### src/rtl/cis_pkg.sv
package cis_pkg;
    typedef enum logic {
        ST_IDLE  = 1'b0,
        ST_SWEEP = 1'b1
    } sweep_state_e;

    localparam int CTL_EN  = 0;
    localparam int CTL_WAY = 1;
    localparam int CTL_INV = 2;

    localparam int STS_BUSY = 0;
    localparam int STS_BEND = 1;
    localparam int STS_ERR  = 2;

    localparam int IEN_BEND = 0;
    localparam int IEN_ERR  = 1;
endpackage

### src/rtl/cis_sweep.sv
module cis_sweep
    import cis_pkg::*;
#(
    parameter int NUM_SETS = 16,
    localparam int IDX_W = (NUM_SETS > 1) ? $clog2(NUM_SETS) : 1
) (
    input  logic             clk,
    input  logic             rst_n,
    input  logic             start,
    output logic             busy,
    output logic             done,
    output logic             clr_we,
    output logic [IDX_W-1:0] clr_idx
);
    localparam logic [IDX_W-1:0] LAST_IDX = IDX_W'(NUM_SETS - 1);

    sweep_state_e     state_q, state_d;
    logic [IDX_W-1:0] idx_q;
    logic             at_last;

    assign at_last = (idx_q == LAST_IDX);

    always_ff @(posedge clk or negedge rst_n) begin
        if (!rst_n) state_q <= ST_IDLE;
        else        state_q <= state_d;
    end

    always_comb begin
        state_d = state_q;
        unique case (state_q)
            ST_IDLE:  if (start)   state_d = ST_SWEEP;
            ST_SWEEP: if (at_last) state_d = ST_IDLE;
            default:  state_d = ST_IDLE;
        endcase
    end

    always_ff @(posedge clk or negedge rst_n) begin
        if (!rst_n)                   idx_q <= '0;
        else if (state_q == ST_SWEEP) idx_q <= at_last ? '0 : idx_q + 1'b1;
        else                          idx_q <= '0;
    end

    always_comb begin
        busy    = (state_q == ST_SWEEP);
        done    = busy && at_last;
        clr_we  = busy;
        clr_idx = idx_q;
    end
endmodule

### src/rtl/cis_regs.sv
module cis_regs
    import cis_pkg::*;
(
    input  logic       clk,
    input  logic       rst_n,
    input  logic       ctrl_we,
    input  logic [2:0] ctrl_wdata,
    input  logic       ien_we,
    input  logic [1:0] ien_wdata,
    input  logic       fclr_we,
    input  logic [1:0] fclr_wdata,
    input  logic       err_pulse,
    input  logic       busy,
    input  logic       done,
    output logic       start,
    output logic       en_q,
    output logic       way_q,
    output logic       inv_q,
    output logic       bend_q,
    output logic       err_q,
    output logic [1:0] ien_q
);
    logic sw_start, auto_start;

    assign sw_start   = ctrl_we && ctrl_wdata[CTL_INV] && !busy;
    assign auto_start = ctrl_we && en_q && !ctrl_wdata[CTL_EN] && !busy;
    assign start      = sw_start || auto_start;

    always_ff @(posedge clk or negedge rst_n) begin
        if (!rst_n) begin
            en_q  <= 1'b0;
            way_q <= 1'b1;
        end else if (ctrl_we) begin
            en_q <= ctrl_wdata[CTL_EN];
            if (!en_q) way_q <= ctrl_wdata[CTL_WAY];
        end
    end

    always_ff @(posedge clk or negedge rst_n) begin
        if (!rst_n)        inv_q <= 1'b0;
        else if (done)     inv_q <= 1'b0;
        else if (sw_start) inv_q <= 1'b1;
    end

    always_ff @(posedge clk or negedge rst_n) begin
        if (!rst_n) begin
            bend_q <= 1'b0;
            err_q  <= 1'b0;
        end else begin
            if (done)                                bend_q <= 1'b1;
            else if (fclr_we && fclr_wdata[IEN_BEND]) bend_q <= 1'b0;
            if (err_pulse)                           err_q <= 1'b1;
            else if (fclr_we && fclr_wdata[IEN_ERR])  err_q <= 1'b0;
        end
    end

    always_ff @(posedge clk or negedge rst_n) begin
        if (!rst_n)      ien_q <= '0;
        else if (ien_we) ien_q <= ien_wdata;
    end
endmodule

### src/rtl/cache_inval_seq.sv
module cache_inval_seq
    import cis_pkg::*;
#(
    parameter int NUM_SETS = 16,
    localparam int IDX_W = (NUM_SETS > 1) ? $clog2(NUM_SETS) : 1
) (
    input  logic             clk,
    input  logic             rst_n,
    input  logic             ctrl_we,
    input  logic [2:0]       ctrl_wdata,
    input  logic             ien_we,
    input  logic [1:0]       ien_wdata,
    input  logic             fclr_we,
    input  logic [1:0]       fclr_wdata,
    input  logic             err_pulse,
    output logic [2:0]       ctrl_q,
    output logic [2:0]       stat_q,
    output logic [1:0]       ien_q,
    output logic             irq,
    output logic             bypass,
    output logic             clr_we,
    output logic [IDX_W-1:0] clr_idx
);
    logic busy, done, start;
    logic en_q, way_q, inv_q, bend_q, err_q;

    cis_regs u_regs (
        .clk        (clk),
        .rst_n      (rst_n),
        .ctrl_we    (ctrl_we),
        .ctrl_wdata (ctrl_wdata),
        .ien_we     (ien_we),
        .ien_wdata  (ien_wdata),
        .fclr_we    (fclr_we),
        .fclr_wdata (fclr_wdata),
        .err_pulse  (err_pulse),
        .busy       (busy),
        .done       (done),
        .start      (start),
        .en_q       (en_q),
        .way_q      (way_q),
        .inv_q      (inv_q),
        .bend_q     (bend_q),
        .err_q      (err_q),
        .ien_q      (ien_q)
    );

    cis_sweep #(.NUM_SETS(NUM_SETS)) u_sweep (
        .clk     (clk),
        .rst_n   (rst_n),
        .start   (start),
        .busy    (busy),
        .done    (done),
        .clr_we  (clr_we),
        .clr_idx (clr_idx)
    );

    always_comb begin
        ctrl_q = {inv_q, way_q, en_q};
        stat_q = {err_q, bend_q, busy};
        irq    = (bend_q && ien_q[IEN_BEND]) || (err_q && ien_q[IEN_ERR]);
        bypass = !en_q || busy;
    end
endmodule

### config.mk
export PLATFORM = sky130hd
export DESIGN_NAME = cache_inval_seq
export DESIGN_NICKNAME = d
export VERILOG_FILES = /design/src/rtl/cis_pkg.sv /design/src/rtl/cis_sweep.sv /design/src/rtl/cis_regs.sv /design/src/rtl/cache_inval_seq.sv
export SDC_FILE = /design/constraint.sdc
export NUM_CORES = 1
export LEC_CHECK = 0
export BUFFER_PORTS_ARGS = -buffer_cell sky130_fd_sc_hd__clkbuf_2
export CAP_MARGIN = 0
export CORE_MARGIN = 2
export CORE_UTILIZATION = 30
export DETAILED_ROUTE_END_ITERATION = 6
export PLACE_DENSITY_LB_ADDON = 0.1
export SYNTH_ARGS = -nofsm -noshare
export SYNTH_HDL_FRONTEND = slang
export SYNTH_SLANG_ARGS = --single-unit
### constraint.sdc
create_clock -name clk -period 1.2 [get_ports clk]
set_input_delay 0.12 -clock clk [delete_from_list [all_inputs] [get_ports clk]]
set_output_delay 0.12 -clock clk [all_outputs]
set_load 0.01 [all_outputs]
# Word level (Yosys, flattened, before mapping)
# Cells that the tools add are included.
dict set report word_totals {
  regBits 12
  inputBits 13
  out_inout_bits 15
  elab_cells 43
}
dict set report classes {
  addsub 1
  n_eq_ne 1
  mux 11
  bitwise_logic 2
  reduce_logical 20
}
# operator count
set ops {}
lappend ops {{$logic_and 1x1->1} 10}
lappend ops {{$mux 1} 8}
lappend ops {{$mux 4} 2}
lappend ops {{$reduce_bool 2->1} 3}
lappend ops {{$add 4x1->4 const B} 1}
lappend ops {{$eq 4x4->1 const B} 1}
lappend ops {{$logic_not 1->1} 3}
lappend ops {{$logic_or 1x1->1} 3}
lappend ops {{$not 1->1} 2}
lappend ops {{$pmux 1 s2} 1}
lappend ops {{$reduce_and 2->1} 1}

# Longest topological paths before layout
dict set report depth {
  ltp_word 6
  mapped_depth 4
}

# By module
# Synthesis repeated with hierarchy kept, for this count alone.
dict set report unflattened {
  hier_cells 48
  area_unflattened_um2 573.0
}
# mod instances cells_each area_each_um2
set modules_own_cells {}
lappend modules_own_cells {cis_regs 1 22 296.5}
lappend modules_own_cells {cis_sweep 1 18 216.5}
lappend modules_own_cells {cache_inval_seq 1 8 60.1}

# Worst setup path after synthesis
# No wires, ideal clock.
dict set report synth_path {
  path_type {register -> register}
  start {register u_sweep.idx_q[0] (netlist: u_sweep.clr_idx[0])}
  end {register u_regs.bend_q}
  setup_time_ns 0.121
  arrival_ns 1.046
  required_ns 1.079
  setup_slack_ns 0.033
  stages_incl_launch_ff 4
  n_path_buf 0
  path_cell_list {dfrtp_1 ha_1 and3_1 a22o_1}
}
dict set report synth_via {
  elab_chain_cells 3
  elab_cells_between_ends 4
  classes_between {eq/ne (1); mux (1); reduce/logical (2)}
}
# item line
set synth_lines {}
lappend synth_lines {{start, declared} cis_sweep.sv:18} ;# logic [IDX_W-1:0] idx_q;
lappend synth_lines {{start signal, assigned} cis_sweep.sv:39} ;# else if (state_q == ST_SWEEP) idx_q <= at_last ? '0 : idx_q + 1'b1;
lappend synth_lines {{$eq 4x4->1 (*)} cis_sweep.sv:21} ;# assign at_last = (idx_q == LAST_IDX);
lappend synth_lines {{$logic_and 1x1->1 (*)} cis_sweep.sv:45} ;# done = busy && at_last;
lappend synth_lines {{$mux 1 or $reduce_bool 2->1 (tied branches)} --}
lappend synth_lines {{end signal, assigned} cis_regs.sv:47} ;# bend_q <= 1'b0;
lappend synth_lines {{end signal, assigned} cis_regs.sv:50} ;# if (done) bend_q <= 1'b1;
lappend synth_lines {{end signal, assigned} cis_regs.sv:51} ;# else if (fclr_we && fclr_wdata[IEN_BEND]) bend_q <= 1'b0;
lappend synth_lines {{end, declared} cis_regs.sv:19} ;# output logic bend_q,
# Mark *: on every way between the ends. The rest lies on a longest branch, timed or not.
# A chain may end at the register's enable or synchronous reset.

# Final worst setup path
dict set report layout_path {
  start {register u_sweep.idx_q[1] (netlist: u_sweep.clr_idx[1])}
  end {register u_regs.bend_q}
}
# The elaborated chain is that of the path after synthesis.

==> reports/results.ini <==
[route]
drt-pass1-iter-count=2
drc=0
wl_um=1060
routedWlPerCell_um=10.5
num_vias=430
antenna_left=0
drtIter0Drc=1
avgViaCountPerCell=4.26

[clocking]
cts_sinks=12
cts_buffer_depth=2
clock_latency_ns=0.27
cts_buffers=3
cts_root_buffer=clkbuf_4
path_clk_slew_ns=0.08
cts_tree=built
htreeDepth=1

[worst_setup_path]
cp-startpoint=u_sweep.clr_idx[1]$_DFF_PN0_
path_delay_family=flip-flops
critPathMaxFanout=4
cp.required_ns=1.36
r2r_slack_ns=0.06
path_buf_inv=0
critPathSlowestCell=dfrtp_1
arrival_ns=1.30
rr_startpoint=u_sweep.clr_idx[1]$_DFF_PN0_
r2r_cells=3
critPathKind=reg -> reg
start_kind=flip-flop
critPathMaxStageDelay_ns=0.41
worstSetupEndpointType=flip-flop
crit_chain=ha_1, and3_1, a22o_1
reg2reg_to=u_regs.bend_q$_DFFE_PN0P_

[hold_path]
hold_path_end=u_regs.err_q$_DFFE_PN0P_
min_from=err_pulse
hold_path_depth=2
hp-class=in -> reg

[timing]
setup_viol=0
relSlewSlack_pct=79.8
max_freq_mhz=878
period_share_pct=94.9
rsz0062_at_grt=false
hold_viol=0
clock-skew-final_ns=0.000425
totalNegativeSetupSlack_ns=0
tightest_slew_ns=0.303
slew_viol_final=0
period_minus_slack_ns=1.14

[power]
p_per_area_nw_per_um2=2010
p_leak_nw=0.393
peakVddDrop_uv=984

[layout]
n_fill_cell=178
layout_common_cells=clkbuf_2 (27), dfrtp_1 (10), nand2_1 (5)
drive_above_1_share_pct=53.9
fin_util_pct=43.2
final_nets=91
antennaDiodeCount=0
seq_area_um2=303
layout_commonest_cell=clkbuf_2
synthToLayoutAreaGrowth_pct=34.1
multi_input_area_um2=215
final_cells=101

[flow_run]
maxCapViolCount=0

[logic_synthesis]
synth.distinct_cells=21
postSynthCellCount=47
synth_area_per_cell_um2=12.0
syn_nets=61
ys_seq_elements=12
yosys_warnings=0
synth_area_um2=562
yosysSeqAreaShare_pct=53.7

[floorplan]
initial_core_util_pct=32.2
fp-row-count=15
dieArea_um2=2230
die_w_um=47.3
io_pins=28
die_h_um=47.3
core_area_um2=1750

[place]
place_congestion=0.601
place_inst=94
io_buffers=27

[global_route]
grt_pass1_vias=362
overflow=0
grt_max_degree=13
grtUsageTotal_pct=10.5
grt_first_pass_wirelength_um=1580
antenna_found_initial=0

[run_status]
status=finished clean

==> cells in the mapped netlist (all sizes together) <==
cell   number  share of area [%]
a21o        1                1.3
a21oi       2                1.8
a22o        2                3.1
and2        2                2.2
and3        2                2.2
buf         6                8.0
dfrtp      11                 49
dfstp       1                4.7
ha          1                2.2
mux2        4                8.7
nand2       5                3.3
nand3       1               0.89
nor2b       2                3.6
nor3b       1                1.3
o21ai       3                2.7
o221a       1                2.0
or2b        1                1.3
xor2        1                1.6
==> worst max-delay path by stage <==
| stage | endpoint | slack (ns) | cells past startpoint |
|---|---|---|---|
| final | u_regs.bend_q$_DFFE_PN0P_ | 0.06 | 3 |
| after global routing | irq | 0.008 | 2 |
| after CTS | irq | 0.04 | 2 |
| after detailed placement | u_regs.bend_q$_DFFE_PN0P_ | 0.07 | 3 |
| after global placement | u_regs.bend_q$_DFFE_PN0P_ | 0.08 | 3 |
| after floorplan | u_regs.bend_q$_DFFE_PN0P_ | 0.03 | 3 |
==> per-stage QoR <==
stage	hold WS, ns	instance area (um2)	setup WS [ns]	total power, mW
2_1_floorplan	-0.176	562	0.0328	1.00
3_3_place_gp	0.0254	691	0.0791	1.19
3_5_place_dp	0.0256	691	0.0675	1.18
4_1_cts	0.0246	753	0.0442	1.54
5_1_grt	0.0165	753	0.00779	1.64
6_report	0.0304	753	0.0606	1.51
==> routing by layer <==
metal / global-route usage [%] / wire length, um
met1: 13.3 / 464
met3: 3.46 / 61
met4: 5.00 / 0
met2: 15.9 / 535
met5: 0 / 0
==> final cells by class <==
cell class	instances	area share [%]
repair buffers	31	22.3
well taps	25	4.15
flip-flops and latches	12	40.2
clock buffers	4	4.82
multi-input cells	29	28.6
==> cells by family after synthesis <==
group | share of synthesized area, %
muxes | 8.68
DFF | 53.7
buffers and inverters | 8.02
and+or+nand+nor | 14.9
xor gates and xnor gates | 1.56
AOI/OAI and AO/OA | 10.9
adders and majority gates | 2.23
==> worst reg2reg max path: cells and delay by family (launching register included) <==
kind / cells / cell delay [ns]
fa+ha+maj: 1 / 0.23
compound gates: 1 / 0.22
simple gates: 1 / 0.17
flops: 1 / 0.41
==> power breakdown <==
part	switching [mW]	internal (mW)
logic	0.272	0.296
clock network	0.135	0.184
registers	0.0946	0.531
==> what timing repair did <==
action	CTS	global route
resized for setup	1	0
endpoints found under the setup margin	1	0
hold buffers	1	0
endpoints found under the hold margin	12	0
buffers inserted	2	0
==> registers in the layout, indices dropped and copies added, names as in the netlist <==
signal	count
u_regs.way_q	1
u_regs.bend_q	1
u_regs.inv_q	1
u_sweep.clr_idx	4
u_regs.ien_q	2
u_regs.en_q	1
u_regs.err_q	1
u_sweep.busy	1
No activity file was read; power rests on OpenSTA's default activity.
